--- config.mk ---
export PLATFORM = sky130hd
export DESIGN_NAME = sarb_top
export DESIGN_NICKNAME = d
export VERILOG_FILES = /design/src/rtl/sarb_pkg.sv /design/src/rtl/sarb_ctrl.sv /design/src/rtl/sarb_bank.sv /design/src/rtl/sarb_rdport.sv /design/src/rtl/sarb_top.sv
export SDC_FILE = /design/constraint.sdc
export NUM_CORES = 1
export LEC_CHECK = 0
export CORE_ASPECT_RATIO = 1.5
export CORE_MARGIN = 8
export CORE_UTILIZATION = 25
export CTS_CLUSTER_SIZE = 10
export DETAILED_ROUTE_END_ITERATION = 10
export DONT_BUFFER_PORTS = 1
export PLACE_DENSITY_LB_ADDON = 0.08
export SYNTH_ARGS = -nofsm -noshare
export SYNTH_HDL_FRONTEND = slang
export SYNTH_SLANG_ARGS = --single-unit
--- constraint.sdc ---
create_clock -name clk -period 2.2 [get_ports clk]
set_clock_uncertainty 0.15 [all_clocks]
set_input_delay 0.44 -clock clk [delete_from_list [all_inputs] [get_ports clk]]
set_output_delay 0.44 -clock clk [all_outputs]
set_load 0.01 [all_outputs]
--- src/rtl/sarb_pkg.sv ---
package sarb_pkg;
    localparam int DW    = 8;
    localparam int AW    = 3;
    localparam int PTRW  = 3;
    localparam int NSLOT = 1 << PTRW;
    localparam int NSOFT = 2;

    localparam logic [AW-1:0] HA_STATUS = 3'd0;
    localparam logic [AW-1:0] HA_DIAG   = 3'd1;
    localparam logic [AW-1:0] HA_PTR    = 3'd2;
    localparam logic [AW-1:0] HA_CFG    = 3'd6;
    localparam logic [AW-1:0] HA_DATA   = 3'd7;

    typedef enum logic [PTRW-1:0] {
        SL_TENT   = 3'd0,
        SL_NODE   = 3'd1,
        SL_SETUP1 = 3'd2,
        SL_NEXT   = 3'd3,
        SL_SETUP2 = 3'd4,
        SL_BUSCTL = 3'd5,
        SL_DMA    = 3'd6,
        SL_RSVD   = 3'd7
    } slot_e;

    typedef struct packed {
        logic       srst;
        logic       chain;
        logic       txen;
        logic [2:0] spare;
        logic [1:0] ptr_lo;
    } cfg_t;

    function automatic logic [NSLOT-1:0] slot_soft_mask();
        logic [NSLOT-1:0] m;
        m = '0;
        m[SL_NEXT] = 1'b1;
        return m;
    endfunction

    function automatic logic [DW-1:0] pad_ptr(input logic [PTRW-1:0] p);
        return {{(DW-PTRW){1'b0}}, p};
    endfunction
endpackage

--- src/rtl/sarb_ctrl.sv ---
module sarb_ctrl
    import sarb_pkg::*;
(
    input  logic            clk,
    input  logic            rst,
    input  logic            cfg_we,
    input  logic            ptr_we,
    input  logic [DW-1:0]   wdata,
    output cfg_t            cfg,
    output logic [PTRW-1:0] ptr
);
    logic ptr_hi;

    always_ff @(posedge clk) begin
        if (rst) begin
            cfg    <= '0;
            ptr_hi <= 1'b0;
        end else if (cfg_we) begin
            cfg    <= cfg_t'(wdata);
            ptr_hi <= 1'b0;
        end else if (ptr_we) begin
            cfg.ptr_lo <= wdata[1:0];
            ptr_hi     <= wdata[2];
        end
    end

    assign ptr = {ptr_hi, cfg.ptr_lo};

    // configuration write clears the top pointer bit
    assert_ptrhi_clear_R4: assert property (@(posedge clk) disable iff (rst)
        cfg_we |=> (ptr[2] == 1'b0));

    // pointer write is visible in configuration low bits
    assert_alias_R3: assert property (@(posedge clk) disable iff (rst)
        (ptr_we && !cfg_we) |=> (cfg.ptr_lo == $past(wdata[1:0])));

    // enables move only on configuration writes
    assert_enables_hold_R6: assert property (@(posedge clk) disable iff (rst)
        !cfg_we |=> ($stable(cfg.txen) && $stable(cfg.chain)));
endmodule

--- src/rtl/sarb_bank.sv ---
module sarb_bank #(
    parameter int              NREG      = 8,
    parameter int              DW        = 8,
    parameter int              SELW      = (NREG > 1) ? $clog2(NREG) : 1,
    parameter logic [NREG-1:0] SOFT_MASK = '0,
    parameter int              RSVD_IDX  = -1
) (
    input  logic               clk,
    input  logic               rst,
    input  logic               soft_rst,
    input  logic               we,
    input  logic [SELW-1:0]    sel,
    input  logic [DW-1:0]      wdata,
    output logic [NREG*DW-1:0] q_flat
);
    for (genvar i = 0; i < NREG; i++) begin : g_slot
        if (i == RSVD_IDX) begin : g_rsvd
            assign q_flat[i*DW +: DW] = '0;
        end else begin : g_store
            logic [DW-1:0] r;
            always_ff @(posedge clk) begin
                if (rst)
                    r <= '0;
                else if (SOFT_MASK[i] && soft_rst)
                    r <= '0;
                else if (we && (sel == SELW'(i)))
                    r <= wdata;
            end
            assign q_flat[i*DW +: DW] = r;

            if (SOFT_MASK[i]) begin : g_chk
                // held soft reset forces this register to zero
                assert_softclr_R5: assert property (@(posedge clk) disable iff (rst)
                    soft_rst |=> (q_flat[i*DW +: DW] == '0));
            end
        end
    end

    if (RSVD_IDX >= 0) begin : g_rsvd_chk
        // write to the reserved slot leaves the bank unchanged
        assert_rsvd_ignored_R7: assert property (@(posedge clk) disable iff (rst)
            (we && (sel == SELW'(RSVD_IDX)) && !soft_rst) |=> $stable(q_flat));
    end
endmodule

--- src/rtl/sarb_rdport.sv ---
module sarb_rdport
    import sarb_pkg::*;
(
    input  logic                clk,
    input  logic                rst,
    input  logic                rd,
    input  logic [AW-1:0]       addr,
    input  cfg_t                cfg,
    input  logic [PTRW-1:0]     ptr,
    input  logic [NSLOT*DW-1:0] slot_flat,
    input  logic [NSOFT*DW-1:0] soft_flat,
    output logic [DW-1:0]       rdata
);
    logic [DW-1:0] rmux;

    always_comb begin
        case (addr)
            HA_STATUS: rmux = soft_flat[0 +: DW];
            HA_DIAG:   rmux = soft_flat[DW +: DW];
            HA_PTR:    rmux = pad_ptr(ptr);
            HA_CFG:    rmux = DW'(cfg);
            HA_DATA:   rmux = slot_flat[32'(ptr)*DW +: DW];
            default:   rmux = '0;
        endcase
    end

    always_ff @(posedge clk) begin
        if (rst)
            rdata <= '0;
        else if (rd)
            rdata <= rmux;
    end

    // read data holds between strobes
    assert_rdata_hold_R9: assert property (@(posedge clk) disable iff (rst)
        !rd |=> $stable(rdata));
endmodule

--- src/rtl/sarb_top.sv ---
module sarb_top
    import sarb_pkg::*;
(
    input  logic          clk,
    input  logic          rst,
    input  logic [AW-1:0] addr,
    input  logic [DW-1:0] wdata,
    input  logic          wr,
    input  logic          rd,
    output logic [DW-1:0] rdata,
    output logic          soft_rst_o,
    output logic          tx_en_o,
    output logic          chain_en_o
);
    cfg_t                cfg;
    logic [PTRW-1:0]     ptr;
    logic [NSLOT*DW-1:0] slot_flat;
    logic [NSOFT*DW-1:0] soft_flat;
    logic                cfg_we, ptr_we, slot_we, soft_we;
    logic                soft_sel;

    assign cfg_we   = wr && (addr == HA_CFG);
    assign ptr_we   = wr && (addr == HA_PTR);
    assign slot_we  = wr && (addr == HA_DATA);
    assign soft_we  = wr && ((addr == HA_STATUS) || (addr == HA_DIAG));
    assign soft_sel = (addr == HA_DIAG);

    sarb_ctrl u_ctrl (
        .clk    (clk),
        .rst    (rst),
        .cfg_we (cfg_we),
        .ptr_we (ptr_we),
        .wdata  (wdata),
        .cfg    (cfg),
        .ptr    (ptr)
    );

    sarb_bank #(
        .NREG      (NSLOT),
        .DW        (DW),
        .SOFT_MASK (slot_soft_mask()),
        .RSVD_IDX  (int'(SL_RSVD))
    ) u_slots (
        .clk      (clk),
        .rst      (rst),
        .soft_rst (cfg.srst),
        .we       (slot_we),
        .sel      (ptr),
        .wdata    (wdata),
        .q_flat   (slot_flat)
    );

    sarb_bank #(
        .NREG      (NSOFT),
        .DW        (DW),
        .SOFT_MASK ({NSOFT{1'b1}}),
        .RSVD_IDX  (-1)
    ) u_soft (
        .clk      (clk),
        .rst      (rst),
        .soft_rst (cfg.srst),
        .we       (soft_we),
        .sel      (soft_sel),
        .wdata    (wdata),
        .q_flat   (soft_flat)
    );

    sarb_rdport u_rd (
        .clk       (clk),
        .rst       (rst),
        .rd        (rd),
        .addr      (addr),
        .cfg       (cfg),
        .ptr       (ptr),
        .slot_flat (slot_flat),
        .soft_flat (soft_flat),
        .rdata     (rdata)
    );

    assign soft_rst_o = cfg.srst;
    assign tx_en_o    = cfg.txen;
    assign chain_en_o = cfg.chain;
endmodule

==> flow_summary.ini, run 1 <==
[run_status]
status = completed

[worst_setup_path]
criticalPathCategory = reg2reg
rr_worst_depth = 5
cp_max_fo = 16
worstPathRequired_ns = 2.25
worst_ep_arrival_time_ns = 1.96
reg2reg_slack_ns = 0.29
critPathLaunchType = flop
worst_setup_path_end_kind = flop
reg2reg_to = u_rd.rdata[6]
rr_startpoint = u_ctrl.cfg[1]

[logic_synthesis]
avgSynthCellArea_um2 = 9.00
yosys.cell_types.count = 38
yosysTopAreaCell = dfxtp_1
synth_area_um2 = 4000
synth_top_area_share = 0.446
synth_seq_cells = 89
syn_inst = 444
synthTopCellsByArea = dfxtp_1 45%, mux2i_1 18%, nor2_1 6.2%, nand2_1 5.2%, a21oi_1 4.0%
syn_nets = 459
yosysWarnings = 0
ys_seq_area_frac = 0.446

[place]
globalplace.congestion = 0.700
placed_cell_area_um2 = 4200
dp_cells = 621
io_buffers = 0
dpl.hpwl_um = 8920

[finish]
num-fill-cells = 1634
post_route_cells_drive_above_1_share = 0.0993
fin_nets = 444
area_delta_synth_final_pct = 14.1
num_antenna_cells = 0
fin_area_um2 = 4560
finalNonFillerCells = 636

[clock_tree]
cts-root-buf = clkbuf_16
cts_sinks = 89
cts_htree_levels = 3
numCtsBuffers = 9
cts_hold_buf = 0
cts_buffer_depth = 2
clk_latency_ns = 0.34
clk_pin_slew_ns = 0.07
cts_tree = built
ctsResizeCount = 0
post_cts_buffers = 0

[power_and_ir_drop]
powerDensity_nw_per_um2 = 804
p_leak_nw = 1.62
power.switching_w = 0.000764
p_int_w = 0.00290
seqPwrFrac = 0.448
p_clk_frac = 0.513
p_comb_frac = 0.039
vdd_drop_max_v = 0.000328
switching_share = 0.208

[floorplanning]
die_w_um = 119
io_pins = 26
design.die.area_um2 = 20400
fp.coreArea_um2 = 15600
die_h_um = 171
initial_core_util = 0.256
rows = 56

[grt]
grt_max_degree = 61
grt_pass1_wl_um = 19500
overflow = 0
antenna_found_initial = 0
grtUsageTotal = 0.129
grt_pass1_vias = 3004

[flow_run]
cap_violations = 0

[timing]
finalSetupViolations = 0
layout_min_cycle_time_ns = 1.91
fmax_ghz = 0.523
rsz0062_at_grt = no
maxSlewViolCount = 0
setup_tns_ns = 0
hold_violations = 0
min_period_over_period = 0.869
slew_headroom = 0.546
worst_pin_slew_ns = 0.678

[worst_hold_path]
min_path_type = in2reg
hold_start = rst
hold_depth = 1
hold_end = u_ctrl.cfg[0]

[route]
drt_pass1_iterations = 4
num_vias = 3037
drt-initial-drc-count = 156
wl_um = 12800
via_per_inst = 4.78
wl_per_cell_um = 20.1
drt_drc_violations_left = 0
drtAntennaViolNets = 0
-- state kept, by name (all words and copies together) (netlist names) --
| signal | flops |
|---|---|
| u_slots.g_slot.g_store.r | 56 |
| u_rd.rdata | 8 |
| u_ctrl.ptr_hi | 1 |
| u_ctrl.cfg | 8 |
| u_soft.g_slot.g_store.r | 16 |
-- Yosys cell counts, drive strengths merged --
master / instances
dfxtp: 89
mux2i: 72
nor2: 66
nand2: 55
a21oi: 32
clkbuf: 26
buf: 17
o211ai: 15
nand3: 10
a22oi: 8
nor3: 8
o221ai: 8
nand3b: 7
a22o: 6
nand4b: 3
and2: 2
and3: 2
inv: 2
nor2b: 2
nor4b: 2
a221o: 1
and4: 1
mux4: 1
nand2b: 1
nand4: 1
nor3b: 1
nor4: 1
o211a: 1
o21ai: 1
o2bb2ai: 1
or2: 1
or3b: 1
-- critical path, cell delays in order (launching register included) --
cell and delay (ns):
dfxtp_2 0.54, buf_4 0.24, mux2i_1 0.27, a21oi_1 0.11, nor2_1 0.29, o221ai_1 0.17
-- cell families (layout without fill, tap and decap cells) --
family                 after synthesis  count (layout)  synth area share
DFF                                 89              89             0.446
AOI/OAI and AO/OA                   73              73             0.124
and+or+nand+nor                    164             164             0.195
muxes                               73              73             0.186
buffers and inverters               45              34            0.0492
-- how the worst max path moves through the flow --
stage | from | endpoint | slack, ns | depth (start not counted)
6_report | u_ctrl.cfg[1] | u_rd.rdata[6] | 0.29 | 5
5_1_grt | u_ctrl.cfg[1] | u_rd.rdata[6] | 0.14 | 5
3_5_place_dp | u_ctrl.cfg[1] | u_rd.rdata[6] | 0.25 | 5
2_1_floorplan | addr[0] | u_slots.g_slot[0].g_store.r[0] | 0.45 | 5
3_3_place_gp | u_ctrl.cfg[1] | u_rd.rdata[6] | 0.22 | 5
4_1_cts | u_ctrl.cfg[1] | u_rd.rdata[6] | 0.24 | 5
-- per-stage QoR --
stage	worst slack (ns)	utilization	hold slack [ns]	total power, W
2_1_floorplan	0.450	-	0.286	0.00181
3_3_place_gp	0.218	0.269	0.288	0.00183
3_5_place_dp	0.251	0.269	0.290	0.00183
4_1_cts	0.241	0.292	0.00322	0.00371
5_1_grt	0.139	0.292	0.00242	0.00378
6_report	0.289	0.292	0.0203	0.00366
-- per-layer routing --
layer  wire length (µm)  vias up  GRT usage  share of wire
met5                  0        -          0              0
met4                154        0     0.0414          0.012
met3                445        8     0.0244          0.035
met2               6890       39      0.242           0.54
met1               5300     1477      0.142           0.41
li1                   -     1513          -              -
-- cell type report --
cell class              count  area [µm²]  share of cell area
clock buffers              10         229              0.0502
clock inverters             5         129              0.0283
inverters                   2        7.51             0.00165
multi-input cells         310        2030               0.445
flip-flops and latches     89        1780               0.391
well taps                 203         254              0.0557
repair buffers             17         128              0.0280
-- cell usage in the layout, fill, tap and decap left out, drive strengths merged, types with 8 or more instances in the layout --
cell     n
a21oi   32
a22oi    8
buf     17
clkbuf  10
dfxtp   89
mux2i   72
nand2   55
nand3   10
nor2    66
nor3     8
o211ai  15
o221ai   8
-- power groups by stage --
stage                     combinational [W]  sequential [W]  clock [W]
after floorplan                    0.000144         0.00167          0
after global placement             0.000146         0.00168          0
after detailed placement           0.000147         0.00168          0
after CTS                          0.000147         0.00164    0.00192
after global routing               0.000159         0.00164    0.00197
final                              0.000143         0.00164    0.00188
Note: power is estimated with default switching activity, not from simulation.
==> run 2: changes to the inputs <==
--- a/config.mk
+++ b/config.mk
@@ -7,11 +7,11 @@
 export LEC_CHECK = 0
 export CORE_ASPECT_RATIO = 1.5
 export CORE_MARGIN = 8
-export CORE_UTILIZATION = 25
+export CORE_UTILIZATION = 55
 export CTS_CLUSTER_SIZE = 10
 export DETAILED_ROUTE_END_ITERATION = 10
 export DONT_BUFFER_PORTS = 1
-export PLACE_DENSITY_LB_ADDON = 0.08
+export PLACE_DENSITY_LB_ADDON = 0.2
 export SYNTH_ARGS = -nofsm -noshare
 export SYNTH_HDL_FRONTEND = slang
 export SYNTH_SLANG_ARGS = --single-unit
==> flow_summary.ini, run 2 (synthesis gave the netlist of run 1 again) <==
[run_status]
status = completed

[finish]
layout_common_cells = 88 x dfxtp_1, 72 x mux2i_1, 66 x nor2_1, 55 x nand2_1, 32 x a21oi_1
fin_nets = 445
post_route_cells_drive_above_1_share = 0.103
regMostFlops = u_slots.g_slot.g_store.r
reg_top3 = u_slots.g_slot.g_store.r: 56 flops, u_soft.g_slot.g_store.r: 16 flops
area_delta_synth_final_pct = 9.30
num_antenna_cells = 0
largest_reg_flops = 56
layout_commonest_cell = dfxtp_1

[clock_tree]
post_cts_buffers = 0
cts_htree_levels = 3
cts_tree = built
numCtsBuffers = 9
clk_pin_slew_ns = 0.08
clk_latency_ns = 0.36
cts-root-buf = clkbuf_8
ctsResizeCount = 0
cts_sinks = 89
cts_buffer_depth = 2

[route]
via_per_inst = 5.96
drtAntennaViolNets = 0
drt_pass1_iterations = 4
drt_drc_violations_left = 0
wl_per_cell_um = 19.5
drt-initial-drc-count = 236
num_vias = 3070
wl_um = 10000

[floorplanning]
initial_core_util = 0.560
rows = 38
design.die.area_um2 = 10300
fp.coreArea_um2 = 7130
io_pins = 26
die_h_um = 120
die_w_um = 85.6

[grt]
top_usage_layer = met2
met1_usage = 0.223
antenna_found_initial = 0
use_met2 = 0.352
use_met3 = 0.0516
grtUsageTotal = 0.202
overflow = 0
grt_max_degree = 57
grt_pass1_wl_um = 16000
grt_pass1_vias = 2977

[power_and_ir_drop]
powerDensity_nw_per_um2 = 755
p_leak_nw = 1.61
vdd_drop_max_v = 0.000635

[timing]
finalSetupViolations = 0
layout_min_cycle_time_ns = 1.81
setup_tns_ns = 0
maxSlewViolCount = 0
rsz0062_at_grt = no
fmax_ghz = 0.551
slew_headroom = 0.630
fin_hold_ws_ns = 0.0595
min_period_over_period = 0.824
worst_pin_slew_ns = 0.553
hold_violations = 0

[worst_setup_path]
rr_startpoint = u_ctrl.ptr_hi
cp_max_fo = 11
reg2reg_slack_ns = 0.39
reg2reg_to = u_rd.rdata[4]
worstPathRequired_ns = 2.28
rr_worst_depth = 4
criticalPathCategory = reg2reg
worst_setup_path_end_kind = flop
worst_ep_arrival_time_ns = 1.89
critPathLaunchType = flop

[worst_hold_path]
min_path_type = in2reg
hold_depth = 2
hold_end = u_soft.g_slot[0].g_store.r[2]
hold_start = wdata[2]

[place]
dpl.hpwl_um = 6980
globalplace.congestion = 0.793
io_buffers = 0

[flow_run]
cap_violations = 0
==> run 2: how the worst max path moves through the flow <==
stage               slack [ns]                              to     startpoint
finish                    0.39                   u_rd.rdata[4]  u_ctrl.ptr_hi
global placement          0.44                   u_rd.rdata[0]  u_ctrl.cfg[1]
detailed placement        0.40                   u_rd.rdata[3]  u_ctrl.ptr_hi
floorplan                 0.45  u_slots.g_slot[0].g_store.r[0]        addr[0]
CTS                       0.40                   u_rd.rdata[4]  u_ctrl.cfg[1]
global route              0.28                   u_rd.rdata[6]  u_ctrl.ptr_hi
==> run 2: critical path, stage by stage (launching register included) <==
cell and delay, ns:
dfxtp_1 0.43, buf_4 0.23, or3b_2 0.53, o211ai_1 0.20, o221ai_1 0.13
==> run 2: routing by layer <==
layer  wire length [µm]  vias up  part of all wire
li1                   -     1515                 -
met1               4060     1476              0.40
met2               5140       64              0.51
met3                570       15             0.057
met4                253        0             0.025
met5                  0        -                 0
==> run 2: layout make-up <==
class	count	area, µm²
tap	80	100
multi-input combinational	310	2030
inverter	2	7.51
fill	611	2770
clock buffer	11	151
timing repair buffer	18	170
clock inverter	5	125
sequential	89	1780
==> run 2: repair_timing <==
item | 4_1_cts | 5_1_grt
hold buffers | 2 | 0
hold endpoints to repair | 56 | 0
endpoints found under the setup margin | 0 | 0
==> run 2: stage by stage <==
step	utilization	area, µm²	worst slack, ns	total power [W]	cells
final	0.612	4370	0.387	0.00330	515
after detailed placement	0.568	4050	0.400	0.00181	497
after CTS	0.612	4370	0.395	0.00332	515
after global placement	0.568	4050	0.439	0.00181	497
after global routing	0.612	4370	0.275	0.00339	515
after floorplan	-	4000	0.450	0.00181	444
==> run 2: power breakdown <==
group | internal (W) | switching (W) | total [W]
Sequential | 0.00162 | 0.0000154 | 0.00164
Combinational | 0.0000587 | 0.0000992 | 0.000158
Clock | 0.000929 | 0.000569 | 0.00150
